$ cat src/rtl/i2c_cmd_seq.sv
module i2c_cmd_seq #(
  parameter int LEN_W     = 8,
  parameter int POLL_DIV  = 500,
  parameter int MAX_POLLS = 1000
) (
  input  logic             clk,
  input  logic             rst_n,
  input  logic             cmd_valid,
  input  logic [1:0]       cmd_op,
  input  logic [6:0]       cmd_chip,
  input  logic [31:0]      cmd_offset,
  input  logic [2:0]       cmd_olen,
  input  logic [LEN_W-1:0] cmd_len,
  output logic             busy,
  output logic             done,
  output logic [31:0]      err_word,
  output logic             ctl_wr,
  output logic [7:0]       ctl_val,
  output logic             dat_wr,
  output logic [7:0]       dat_val,
  input  logic [7:0]       ctl_rd,
  input  logic [7:0]       sts_rd,
  input  logic [7:0]       dat_rd,
  input  logic [7:0]       tx_data,
  output logic             tx_take,
  output logic [7:0]       rx_data,
  output logic             rx_valid
);
  localparam int PW = $clog2(POLL_DIV + 1);
  localparam int TW = $clog2(MAX_POLLS + 1);
  localparam logic [7:0] C_EN = 8'h40, C_START = 8'h20, C_STOP = 8'h10, C_ACK = 8'h04;

  typedef enum logic [2:0] {S_IDLE, S_ISSUE, S_WAIT, S_STOP, S_SWAIT, S_DONE} st_t;
  typedef enum logic [2:0] {PH_START, PH_WADDR, PH_OFS, PH_RSTART, PH_RADDR, PH_TX, PH_RX} ph_t;

  st_t             state;
  ph_t             phase, nxt;
  logic [1:0]      op;
  logic [6:0]      chip;
  logic [31:0]     ofs;
  logic [2:0]      olen;
  logic [1:0]      oidx;
  logic [LEN_W-1:0] rem;
  logic [7:0]      expc;
  logic [PW-1:0]   pcnt;
  logic [TW-1:0]   tcnt;
  logic            fin, ack, tick, is_rd, is_wr;

  assign is_wr = (op == 2'd0);
  assign is_rd = (op == 2'd1);
  assign ack   = is_rd && (rem > 1);
  assign tick  = (pcnt == PW'(POLL_DIV - 1));
  assign busy  = (state != S_IDLE);
  assign done  = (state == S_DONE);

  always_comb begin
    ctl_val = C_EN;
    dat_val = 8'h00;
    dat_wr  = 1'b0;
    expc    = 8'h28;
    case (phase)
      PH_START:  begin ctl_val = C_EN | C_START; expc = 8'h08; end
      PH_RSTART: begin ctl_val = C_EN | C_START; expc = 8'h10; end
      PH_WADDR:  begin dat_val = {chip, 1'b0}; dat_wr = 1'b1; expc = 8'h18; end
      PH_RADDR:  begin dat_val = {chip, 1'b1}; dat_wr = 1'b1; expc = 8'h40; end
      PH_OFS:    begin dat_val = ofs[{oidx, 3'b000} +: 8]; dat_wr = 1'b1; end
      PH_TX:     begin dat_val = tx_data; dat_wr = 1'b1; end
      PH_RX:     begin ctl_val = ack ? (C_EN | C_ACK) : C_EN; expc = ack ? 8'h50 : 8'h58; end
      default: ;
    endcase
    if (state == S_STOP) ctl_val = C_EN | C_STOP;
    dat_wr = dat_wr && (state == S_ISSUE);
  end

  assign ctl_wr  = (state == S_ISSUE) || (state == S_STOP);
  assign tx_take = (state == S_ISSUE) && (phase == PH_TX);

  always_comb begin
    nxt = phase;
    fin = 1'b0;
    case (phase)
      PH_START:  nxt = (is_wr || (is_rd && olen != 0)) ? PH_WADDR : PH_RADDR;
      PH_WADDR:  if (olen != 0) nxt = PH_OFS;
                 else if (rem != 0) nxt = PH_TX;
                 else fin = 1'b1;
      PH_OFS:    if (oidx != 0) nxt = PH_OFS;
                 else if (is_rd) nxt = PH_RSTART;
                 else if (rem != 0) nxt = PH_TX;
                 else fin = 1'b1;
      PH_RSTART: nxt = PH_RADDR;
      PH_RADDR:  if (rem != 0) nxt = PH_RX;
                 else fin = 1'b1;
      default:   fin = (rem <= 1);
    endcase
  end

  always_ff @(posedge clk or negedge rst_n) begin
    if (!rst_n) begin
      state    <= S_IDLE;
      phase    <= PH_START;
      op       <= 2'd0;
      chip     <= 7'd0;
      ofs      <= 32'd0;
      olen     <= 3'd0;
      oidx     <= 2'd0;
      rem      <= '0;
      pcnt     <= '0;
      tcnt     <= '0;
      err_word <= 32'd0;
      rx_data  <= 8'd0;
      rx_valid <= 1'b0;
    end else begin
      rx_valid <= 1'b0;
      case (state)
        S_IDLE: if (cmd_valid) begin
          op       <= cmd_op;
          chip     <= cmd_chip;
          ofs      <= cmd_offset;
          olen     <= cmd_olen;
          oidx     <= 2'(cmd_olen - 3'd1);
          rem      <= cmd_op[1] ? LEN_W'(1) : cmd_len;
          phase    <= PH_START;
          err_word <= 32'd0;
          state    <= S_ISSUE;
        end
        S_ISSUE, S_STOP: begin
          pcnt  <= '0;
          tcnt  <= '0;
          state <= (state == S_ISSUE) ? S_WAIT : S_SWAIT;
        end
        S_WAIT: begin
          pcnt <= tick ? '0 : pcnt + 1'b1;
          if (tick) begin
            if (ctl_rd[3]) begin
              if (sts_rd == expc) begin
                if (phase == PH_OFS) oidx <= oidx - 2'd1;
                if (phase == PH_TX || phase == PH_RX) rem <= rem - 1'b1;
                if (phase == PH_RX && is_rd) begin
                  rx_data  <= dat_rd;
                  rx_valid <= 1'b1;
                end
                phase <= nxt;
                state <= fin ? S_STOP : S_ISSUE;
              end else begin
                err_word <= {8'h01, ctl_rd, sts_rd, expc};
                state    <= S_STOP;
              end
            end else if (tcnt == TW'(MAX_POLLS - 1)) begin
              err_word <= {8'h02, ctl_rd, sts_rd, expc};
              state    <= S_STOP;
            end else begin
              tcnt <= tcnt + 1'b1;
            end
          end
        end
        S_SWAIT: begin
          pcnt <= tick ? '0 : pcnt + 1'b1;
          if (tick) begin
            if (sts_rd == 8'hF8) begin
              state <= S_DONE;
            end else if (tcnt == TW'(MAX_POLLS - 1)) begin
              if (err_word == 32'd0) err_word <= {8'h02, ctl_rd, sts_rd, 8'hF8};
              state <= S_DONE;
            end else begin
              tcnt <= tcnt + 1'b1;
            end
          end
        end
        default: state <= S_IDLE;
      endcase
    end
  end
endmodule


$ cat config.mk
export PLATFORM = sky130hd
export DESIGN_NAME = i2c_cmd_seq
export DESIGN_NICKNAME = d
export VERILOG_FILES = /design/src/rtl/i2c_cmd_seq.sv
export SDC_FILE = /design/constraint.sdc
export NUM_CORES = 1
export LEC_CHECK = 0
export ABC_AREA = 1
export BUFFER_PORTS_ARGS = -buffer_cell sky130_fd_sc_hd__buf_2
export CORE_MARGIN = 8
export CORE_UTILIZATION = 37
export CTS_CLUSTER_DIAMETER = 60
export CTS_CLUSTER_SIZE = 16
export DETAILED_ROUTE_END_ITERATION = 10
export HOLD_SLACK_MARGIN = 0.03
export PLACE_DENSITY = 0.56
export SYNTH_ARGS = -nofsm -noshare
export SYNTH_HDL_FRONTEND = slang
export SYNTH_SLANG_ARGS = --single-unit
export TNS_END_PERCENT = 30
$ cat constraint.sdc
create_clock -name clk -period 2.78 [get_ports clk]
set_input_delay 0.139 -clock clk [delete_from_list [all_inputs] [get_ports clk]]
set_output_delay 0.139 -clock clk [all_outputs]
set_load 0.02 [all_outputs]
; ---- Word-level counts from Yosys, hierarchy flattened
; Index checks and enable logic that the tools add are counted.
[word_totals]
reg_bits = 120
in_bits = 87
out_inout_bits = 62
[op_classes]
add_sub_neg = 5
reduce_logical = 32
eq_ne = 32
magnitude_cmp = 2
muxes = 71
shifts = 1
[ops]
columns = op, count
row1 = $mux 32, 9
row2 = $pmux 32 s3, 1
row3 = $mux 3, 19
row4 = $mux 8, 7
row5 = $mux 10, 5
row6 = $pmux 7 s5, 1
row7 = $logic_not 32->1, 1
row8 = $pmux 8 s4, 1
row9 = $shiftx 32x6->8, 1
row10 = $pmux 10 s3, 1
row11 = $ne 2x2->1 const B, 11
row12 = $pmux 9 s2, 1
row13 = $pmux 8 s2, 1
row14 = $eq 3x3->1 const B, 5
row15 = $pmux 3 s5, 1
row16 = $reduce_and 5->1, 3
row17 = $mux 2, 7
row18 = $eq 3x2->1 const B, 4
row19 = $ne 3x3->1 const B, 4
row20 = $pmux 3 s4, 1
row21 = $pmux 6 s2, 1
row22 = $reduce_and 6->1, 2
row23 = $reduce_bool 3->1, 4
row24 = $add 10x1->10 const B, 1
row25 = other kinds (29), 51

; ---- Longest topological paths before layout
; Gate-level depths: netlist of the first run.
[logic_depth]
ltp_word = 10
mapped_depth = 14

; ---- Worst setup path after synthesis of the first run
; OpenSTA, ideal clock, no wires.
[synth_path]
kind = reg-to-reg
startpoint = register rem[0]
endpoint = register err_word[3]
path_stages_with_launch = 14
setup_ns = 0.066
setup_slack_ns = 0.945
t_arrival_ns = 1.769
n_path_buf = 1
required_ns = 2.714
path_cell_list = dfrtp_1 -> inv_1 -> ha_1 -> nor2_1 -> nor2_1 -> nand2_1 -> nand2_1 -> nand2_1 -> nand2_1 -> nand2_1 -> nand4_2 -> clkbuf_1 -> nand3_1 -> nand2_1
[synth_between]
elab_chain_cells = 8
word_cells_on_any_way = 12
cone_classes = order compare: 1 / eq/ne: 2 / mux: 7 / reduce/logical: 2
[synth_lines]
columns = item, line_no
row1 = "start, declared", 43  ; logic [LEN_W-1:0] rem;
row2 = "start signal, assigned", 121  ; rem <= cmd_op[1] ? LEN_W'(1) : cmd_len;
row3 = "start signal, assigned", 137  ; if (phase == PH_TX || phase == PH_RX) rem <= rem - 1'b1;
row4 = $gt 8x1->1 (*), 51  ; assign ack = is_rd && (rem > 1);
row5 = $logic_and 1x1->1 (*), 51
row6 = $mux 4 (*), 68  ; PH_RX: begin ctl_val = ack ? (C_EN | C_ACK) : C_EN; expc = ack ? 8'h50 : 8'h58; end
row7 = $pmux 7 s5 (*), 61  ; case (phase)
row8 = branches (longest 4 deep; another with $reduce_and 9->1), n/a
row9 = "end signal, assigned", 145  ; err_word <= {8'h01, ctl_rd, sts_rd, expc};
row10 = "end signal, assigned", 149  ; err_word <= {8'h02, ctl_rd, sts_rd, expc};
row11 = "end signal, assigned", 162  ; if (err_word == 32'd0) err_word <= {8'h02, ctl_rd, sts_rd, 8'hF8};
row12 = "end, declared", 16  ; output logic [31:0] err_word,
; Every way passes the cells marked *. The select of a mux whose other input is x is not followed.
; A chain may end at the register's enable or synchronous reset.

; ---- Worst setup path in the final report of the first run
[layout_path]
startpoint = register rem[0]
endpoint = register rem[1]
[layout_between]
elab_chain_cells = 7
word_cells_on_any_way = 13
cone_classes = add/sub: 1 / order compare: 1 / eq/ne: 2 / mux: 7 / reduce/logical: 2
[layout_lines]
columns = item, line_no
row1 = $gt 8x1->1, 51
row2 = $logic_and 1x1->1, 51
row3 = $mux 4, 68
row4 = $pmux 7 s5, 61
row5 = $eq 8x8->1, 135  ; if (sts_rd == expc) begin
row6 = $ne 2x2->1 (no source line), n/a
row7 = $reduce_and 6->1 (no source line), n/a
; Parallel ways exist; a longest one is shown, timed or not. The select of a mux whose other input is x is not followed.

==> key figures, run 1 <==
Timing
  – Measured slew at the worst slew-check pin: 0.7697 ns
  – PnR worst setup slack: 0.4153 ns
  – Post-route minimum period: 2.365 ns
  – Fin crit share: 85.06%
  – Max-slew headroom: 48.69%
  – Hold Vio Cnt, Final: 0
  – Clk_skew: 0.006463 ns
  – Hold slack: 0.03598 ns
  – Fmax achieved: 422.9 MHz
  – Slew Limit Fails: 0
  – Unrepaired setup endpoints after global routing: no
  – Fin Setup TNS: 0 ns
  – Final setup fails: 0

Route
  – Routed Antenna Nets: 0
  – Avg WL per Cell: 14.87 um
  – Drt initial violations: 254
  – DR vias/cell: 4.790
  – Drt pass-1 iters: 4
  – DRT Wirelength: 17540 um
  – Routed via count: 5652
  – # DRC: 0

Power
  – Leak: 4.056 nW
  – Sw power: 3.687 mW
  – Pwr dens: 1013 nW/um^2
  – Sw Ratio: 46.15%
  – Clock power frac: 16.3%
  – Gate power share: 51.8%
  – Reg power frac: 31.9%
  – P_int: 4.302 mW
  – VDD IR max: 0.0004450 V

Clock network
  – CTS tree: yes
  – Post-CTS Resized: 0
  – Num CTS Buffers: 9
  – Clk sink count: 111
  – Worst skew pair latency: 0.36 ns
  – CTS Hold Bufs: 47
  – Root buffer selected by CTS: clkbuf_16
  – H-tree lvl count: 3
  – Setup bufs post-CTS: 0
  – Clock Path Buffers: 2
  – Clock-pin slew on the worst setup and hold paths: 0.08 ns

Global route
  – First-pass GRT wire length: 29370 um
  – Number of global-route vias before repair: 5721
  – Antenna violations before repair: 0
  – Gr ovfl total: 0
  – Global Route Usage Sum: 16.62%
  – Pin count of the biggest net entering global routing: 59

Synth
  – Seq/Total Area, Yosys: 44.25%
  – Unique masters post-synth: 43
  – Mapped Avg Cell Area: 8.048 um^2
  – Synth Register Bits: 111
  – Post-Syn Area: 6277 um^2
  – Synth warn: 0
  – Cell count after synthesis: 780

Place
  – Dpl cells: 1117
  – Hpwl dp: 12810 um
  – IO buf count: 134
  – Routability congestion estimate from global placement: 0.8225
  – Dpl ws: 0.3973 ns

Setup path
  – CP Class: register to register
  – Worst path arrival time: 2.62 ns
  – Worst setup EP type: register
  – Critical path required time: 3.04 ns
  – CP max FO: 17
  – Crit start category: register

Final layout
  – Share of layout cells above drive strength 1: 24.79%
  – Antenna cell count: 0
  – Post-route insts no fill: 1180
  – Nets@finish: 1047
  – Area growth from synthesis to layout: 25.67%
  – Final core utilization: 47.57%

Die
  – IO Pins: 149
  – Chip height: 146.3 um
  – FP Rows: 47
  – Core outline area: 16580 um^2
  – Die width: 146.3 um
  – Initial core utilization: 37.85%
  – Die area: 21390 um^2

Hold path
  – Hold Crit Class: primary input to register

Job
  – Max Cap Violations: 0

Run status
  – Status: completed
-- flip-flops by register name, indices dropped and copies added, names as in the netlist, 3 cells and up --
name and cells:
olen 3, ofs 32, phase 3, chip 7, state 3, rx_data 8
pcnt 9, err_word 23, tcnt 10, rem 8
-- power groups by stage --
stage	sequential [mW]	combinational (mW)	clock, mW
after CTS	2.54	4.18	1.35
final	2.55	4.14	1.30
after global placement	2.57	4.11	0
after floorplan	2.54	3.10	0
after detailed placement	2.57	4.12	0
after global routing	2.63	4.68	1.42
-- cell type report --
type | count | area [um^2]
Timing Repair Buffer | 192 | 1226
Inverter | 68 | 255.2
Sequential cell | 111 | 2778
Multi-Input combinational cell | 573 | 3055
Clock buffer | 9 | 225.2
Fill cell | 1665 | 8695
Tap cell | 220 | 275.3
Clock inverter | 7 | 73.82
-- worst max-delay path: stages (launching register included) --
cell	delay [ns]
dfrtp_1	0.40
inv_1	0.09
ha_1	0.25
nor2_1	0.11
nor2_1	0.05
nand2_1	0.08
nand2_1	0.09
nand2_1	0.11
nand2_1	0.10
nand2_1	0.14
nand3_2	0.13
nand2_2	0.32
nand2_2	0.22
nand2_1	0.11
nand2_1	0.05
-- routing by layer --
| layer | vias to the layer above | global-route usage (%) | routed length, um |
|---|---|---|---|
| met3 | 20 | 3.894 | 890 |
| li1 | 2877 | - | - |
| met4 | 0 | 5.873 | 351 |
| met5 | - | 0 | 0 |
| met2 | 134 | 27.41 | 8390 |
| met1 | 2621 | 20.87 | 7908 |
-- final timing paths --
path	slack (ns)	depth (start not counted)	endpoint	start
setup / recovery	0.42	14	rem[1]	rem[0]
hold / removal	0.04	3	op[0]	cmd_op[0]
setup reg to reg	0.42	14	rem[1]	rem[0]
hold reg to reg	0.48	2	rx_data[2]	rx_data[2]
max in group asynchronous	1.52	3	rx_data[0]	rst_n
min in group asynchronous	0.39	2	rem[5]	rst_n
-- Yosys cell counts, drive strengths merged --
cell     number  area, um^2
conb          2       7.510
o211ai        1       7.510
xnor2         2       17.52
a21oi        14       70.07
or2           3       18.77
o22ai         3       18.77
nand2       208       798.3
nor4          2       12.51
o32ai         8       70.07
clkinv        1       3.750
ha            5       62.56
a22o          2       17.52
a311oi        1       8.760
o31ai         2       15.01
nor2         97       424.2
nand3b       10       75.07
buf          28       191.4
nor3         18       100.1
a22oi         8       60.06
dfrtp       111        2778
inv          67       251.5
a2bb2oi       1       8.760
clkbuf       12       45.04
mux2         39       439.2
nand3        64       337.8
o21ai        47       235.2
xor2         13       121.4
nand4        11       81.32
-- logic make-up after synthesis --
kind of cell / share of synthesized area [%]
buffers and inverters: 7.833
adders and majority gates: 0.9966
xor gates and xnor gates: 2.213
DFF: 44.25
and+or+nand+nor: 29.44
other: 0.1196
muxes: 6.996
AOI/OAI and AO/OA: 8.152
-- layout by cell type (no fill, tap or decap), types with 5 or more instances in the layout --
cell type      Yosys  final
mux2_2            39     39
nand4_1            9      9
nand3b_1          10     10
o32ai_1            8      8
clkbuf_16          0      9
ha_1               5      5
conb_1             2     14
buf_2              9    133
nand2_2            4      5
nor3_1            16     16
nand3_1           62     62
nand2_1          203    202
nor2_1            86     86
o21ai_1            7      7
a22oi_1            8      8
o21ai_0           40     40
a21oi_1           14     14
nor2_2             8      8
dfrtp_1          111    111
buf_4             16     12
inv_2             11     11
inv_1             56     56
xor2_1            12     12
dlygate4sd3_1      0     47
-- stage by stage --
step / instance area (um^2) / power, mW
finish: 7889 / 7.988
CTS: 7889 / 8.073
global placement: 7119 / 6.675
global route: 7889 / 8.726
detailed placement: 7119 / 6.687
floorplan: 6322 / 5.641
No activity file was read; power rests on OpenSTA's default activity.
==> inputs of run 2 (changes only) <==
--- a/config.mk
+++ b/config.mk
@@ -9,6 +9,7 @@
 export BUFFER_PORTS_ARGS = -buffer_cell sky130_fd_sc_hd__buf_2
 export CORE_MARGIN = 8
 export CORE_UTILIZATION = 37
+export CTS_BUF_LIST = sky130_fd_sc_hd__clkbuf_4 sky130_fd_sc_hd__clkbuf_8
 export CTS_CLUSTER_DIAMETER = 60
 export CTS_CLUSTER_SIZE = 16
 export DETAILED_ROUTE_END_ITERATION = 10
==> run 2 against run 1 <==
- largest power group unchanged
- total power decreased by 4.0%
- via count is 0.48% higher
- sequential power hardly changed
- setup slack worse by 0.038 ns
- count of clock-buffer cells in the layout unchanged
- sequential cell count did not move
- clock skew is 0.0049 ns higher
- critical path type is now register to output port
- critical endpoint is now dat_val[7]
- maximum frequency shrank 1.6%
- critical path depth fell by 7
- final cell count rose by 0.42%
- clock power decreased by 25%
==> key figures, run 2 (synthesis results as in run 1) <==
Run status
  – Status: completed

Clock network
  – Clock Path Buffers: 2 (unchanged)
  – Clk sink count: 111 (unchanged)
  – CTS tree: yes
  – Root buffer selected by CTS: clkbuf_8
  – Num CTS Buffers: 9 (unchanged)
  – H-tree lvl count: 3 (unchanged)
  – Worst skew pair latency: 0.39 ns (+0.03 ns)
  – Clock-pin slew on the worst setup and hold paths: 0.11 ns (+0.03 ns)
  – Setup bufs post-CTS: 0 (unchanged)

Timing
  – Clk_skew: 0.01136 ns (+0.004894 ns)
  – Hold Vio Cnt, Final: 0 (unchanged)
  – Hold slack: 0.06271 ns (+0.02672 ns)
  – Unrepaired setup endpoints after global routing: no
  – Final setup fails: 0 (unchanged)
  – Max-slew headroom: 48.46% (-0.23 points)
  – Fin crit share: 86.42% (+1.4 points)
  – Fmax achieved: 416.2 MHz (-1.6%)
  – Measured slew at the worst slew-check pin: 0.7731 ns (+0.003414 ns)
  – Fin Setup TNS: 0 ns (unchanged)
  – Slew Limit Fails: 0 (unchanged)
  – Post-route minimum period: 2.403 ns (+0.03796 ns)

Hold path
  – Hold Crit Start: ctl_rd[5]
  – Hold Crit Class: primary input to register
  – WHS Endpoint: err_word[21]
  – Hold Path Stages: 4 (+1)

Final layout
  – Most frequent cells in the layout: nand2_1, buf_2, dfrtp_1
  – Area growth from synthesis to layout: 24.86%
  – Most common cell after layout, fill and taps aside: nand2_1
  – Nets@finish: 1052 (+0.48%)
  – Antenna cell count: 0 (unchanged)
  – Max FFs per register: 32 (unchanged)
  – Reg with most FFs: ofs
  – Top flop regs: ofs: 32 flops, err_word: 23 flops, tcnt: 10 flops
  – Share of layout cells above drive strength 1: 24.66% (-0.13 points)
  – Final core utilization: 47.26% (-0.31 points)
  – Post-route insts no fill: 1185 (+0.42%)

Setup path
  – Slowest stage delay, CP: 0.48 ns (+0.08 ns)
  – Crit start category: register
  – Crit path max-delay family: buffers and inverters
  – Worst path arrival time: 2.26 ns (-0.36 ns)
  – Critical path required time: 2.64 ns (-0.40 ns)
  – Worst R2R End: rem[1]
  – CP max FO: 20 (+3)
  – R2R Setup Slk: 0.41 ns (about the same)
  – Worst setup EP type: output port
  – RR Startpoint: rem[0]
  – Reg2reg path depth: 14 (unchanged)
  – Cell Chain, Critical Path: buf_4 -> clkinv_1 -> nor2_1 -> o32ai_1 -> a22oi_1 -> nand2_1 -> buf_2
  – CP Class: register to output port
  – Crit path max-delay cell type: clkinv_1
  – CP Buf/Inv Count: 3 (+2)

Route
  – Routed Antenna Nets: 0 (unchanged)
  – DRT Wirelength: 17460 um (-0.44%)
  – Drt initial violations: 259 (+2.0%)
  – # DRC: 0 (unchanged)
  – DR vias/cell: 4.792 (about the same)
  – Avg WL per Cell: 14.74 um (-0.86%)
  – Drt pass-1 iters: 5 (+1)
  – Routed via count: 5679 (+0.48%)

Power
  – Total power: 7.666 mW (-4.0%)
  – VDD IR max: 0.0005236 V (+18%)
  – Pwr dens: 978.1 nW/um^2 (-3.4%)
  – Leak: 4.031 nW (-0.62%)

Die
  – Initial core utilization: 37.85% (unchanged)
  – IO Pins: 149 (unchanged)
  – Chip height: 146.3 um (unchanged)
  – FP Rows: 47 (unchanged)
  – Die width: 146.3 um (unchanged)
  – Die area: 21390 um^2 (unchanged)
  – Core outline area: 16580 um^2 (unchanged)

Place
  – Routability congestion estimate from global placement: 0.8225 (unchanged)
  – IO buf count: 134 (unchanged)
  – Dpl cells: 1117 (unchanged)
  – Hpwl dp: 12810 um (unchanged)

Global route
  – First-pass GRT wire length: 29450 um (+0.28%)
  – Pin count of the biggest net entering global routing: 59 (unchanged)
  – Antenna violations before repair: 0 (unchanged)
  – Gr ovfl total: 0 (unchanged)
  – Global Route Usage Sum: 16.58% (-0.039 points)
  – Number of global-route vias before repair: 5771 (+0.87%)

Job
  – Max Cap Violations: 0 (unchanged)
[run 2: changes by cell type in the layout (fill, tap and decap cells not counted), sizes merged]
cell | before | now
dlygate4sd3 | 47 | 52
[run 2: routing by layer]
metal / routed length [um] / track usage [%] / up-vias
met5: 0 / 0 / -
met3: 804 / 3.554 / 19
met2: 8402 / 27.73 / 136
li1: - / - / 2884
met4: 348 / 5.719 / 0
met1: 7908 / 20.76 / 2640
[run 2: worst register-to-register path: stages, from the launching register on]
cell and delay, ns:
dfrtp_1 0.41, inv_1 0.09, ha_1 0.25, nor2_1 0.11
nor2_1 0.05, nand2_1 0.08, nand2_1 0.10, nand2_1 0.11
nand2_1 0.09, nand2_1 0.14, nand3_2 0.13, nand2_2 0.32
nand2_2 0.23, nand2_1 0.11, nand2_1 0.05
[run 2: through the flow]
step	area [um^2]	setup WS (ns)
global route	7838	0.07717
CTS	7838	0.3582
finish	7838	0.3774
detailed placement	7119	0.3973
global placement	7119	0.4457
floorplan	6322	0.9447
[run 2: report_power, final]
group | switching, mW | internal, mW
Clock | 0.621 | 0.356
Sequential | 0.387 | 2.16
Combinational | 2.64 | 1.51
[run 2: how the worst max path moves through the flow]
stage	cells past startpoint	from	to
2_1_floorplan	13	rem[0]	err_word[3]
3_3_place_gp	14	rem[0]	rem[1]
3_5_place_dp	11	state[2]	err_word[4]
4_1_cts	7	oidx[0]	dat_val[7]
5_1_grt	11	state[2]	err_word[4]
6_report	7	oidx[0]	dat_val[7]
[run 2: layout make-up]
| type | count | area (um^2) |
|---|---|---|
| multi-input cells | 573 | 3055 |
| inverters | 68 | 255.2 |
| well taps | 220 | 275.3 |
| flip-flops and latches | 111 | 2778 |
| clock inverters | 7 | 73.82 |
| clock buffers | 9 | 123.9 |
| fillers | 1674 | 8746 |
| repair buffers | 197 | 1276 |
[run 2: what timing repair did]
item | CTS | global route
hold buffers | 52 | 0
gates resized for setup | 0 | 0
hold endpoints to repair | 107 | 0
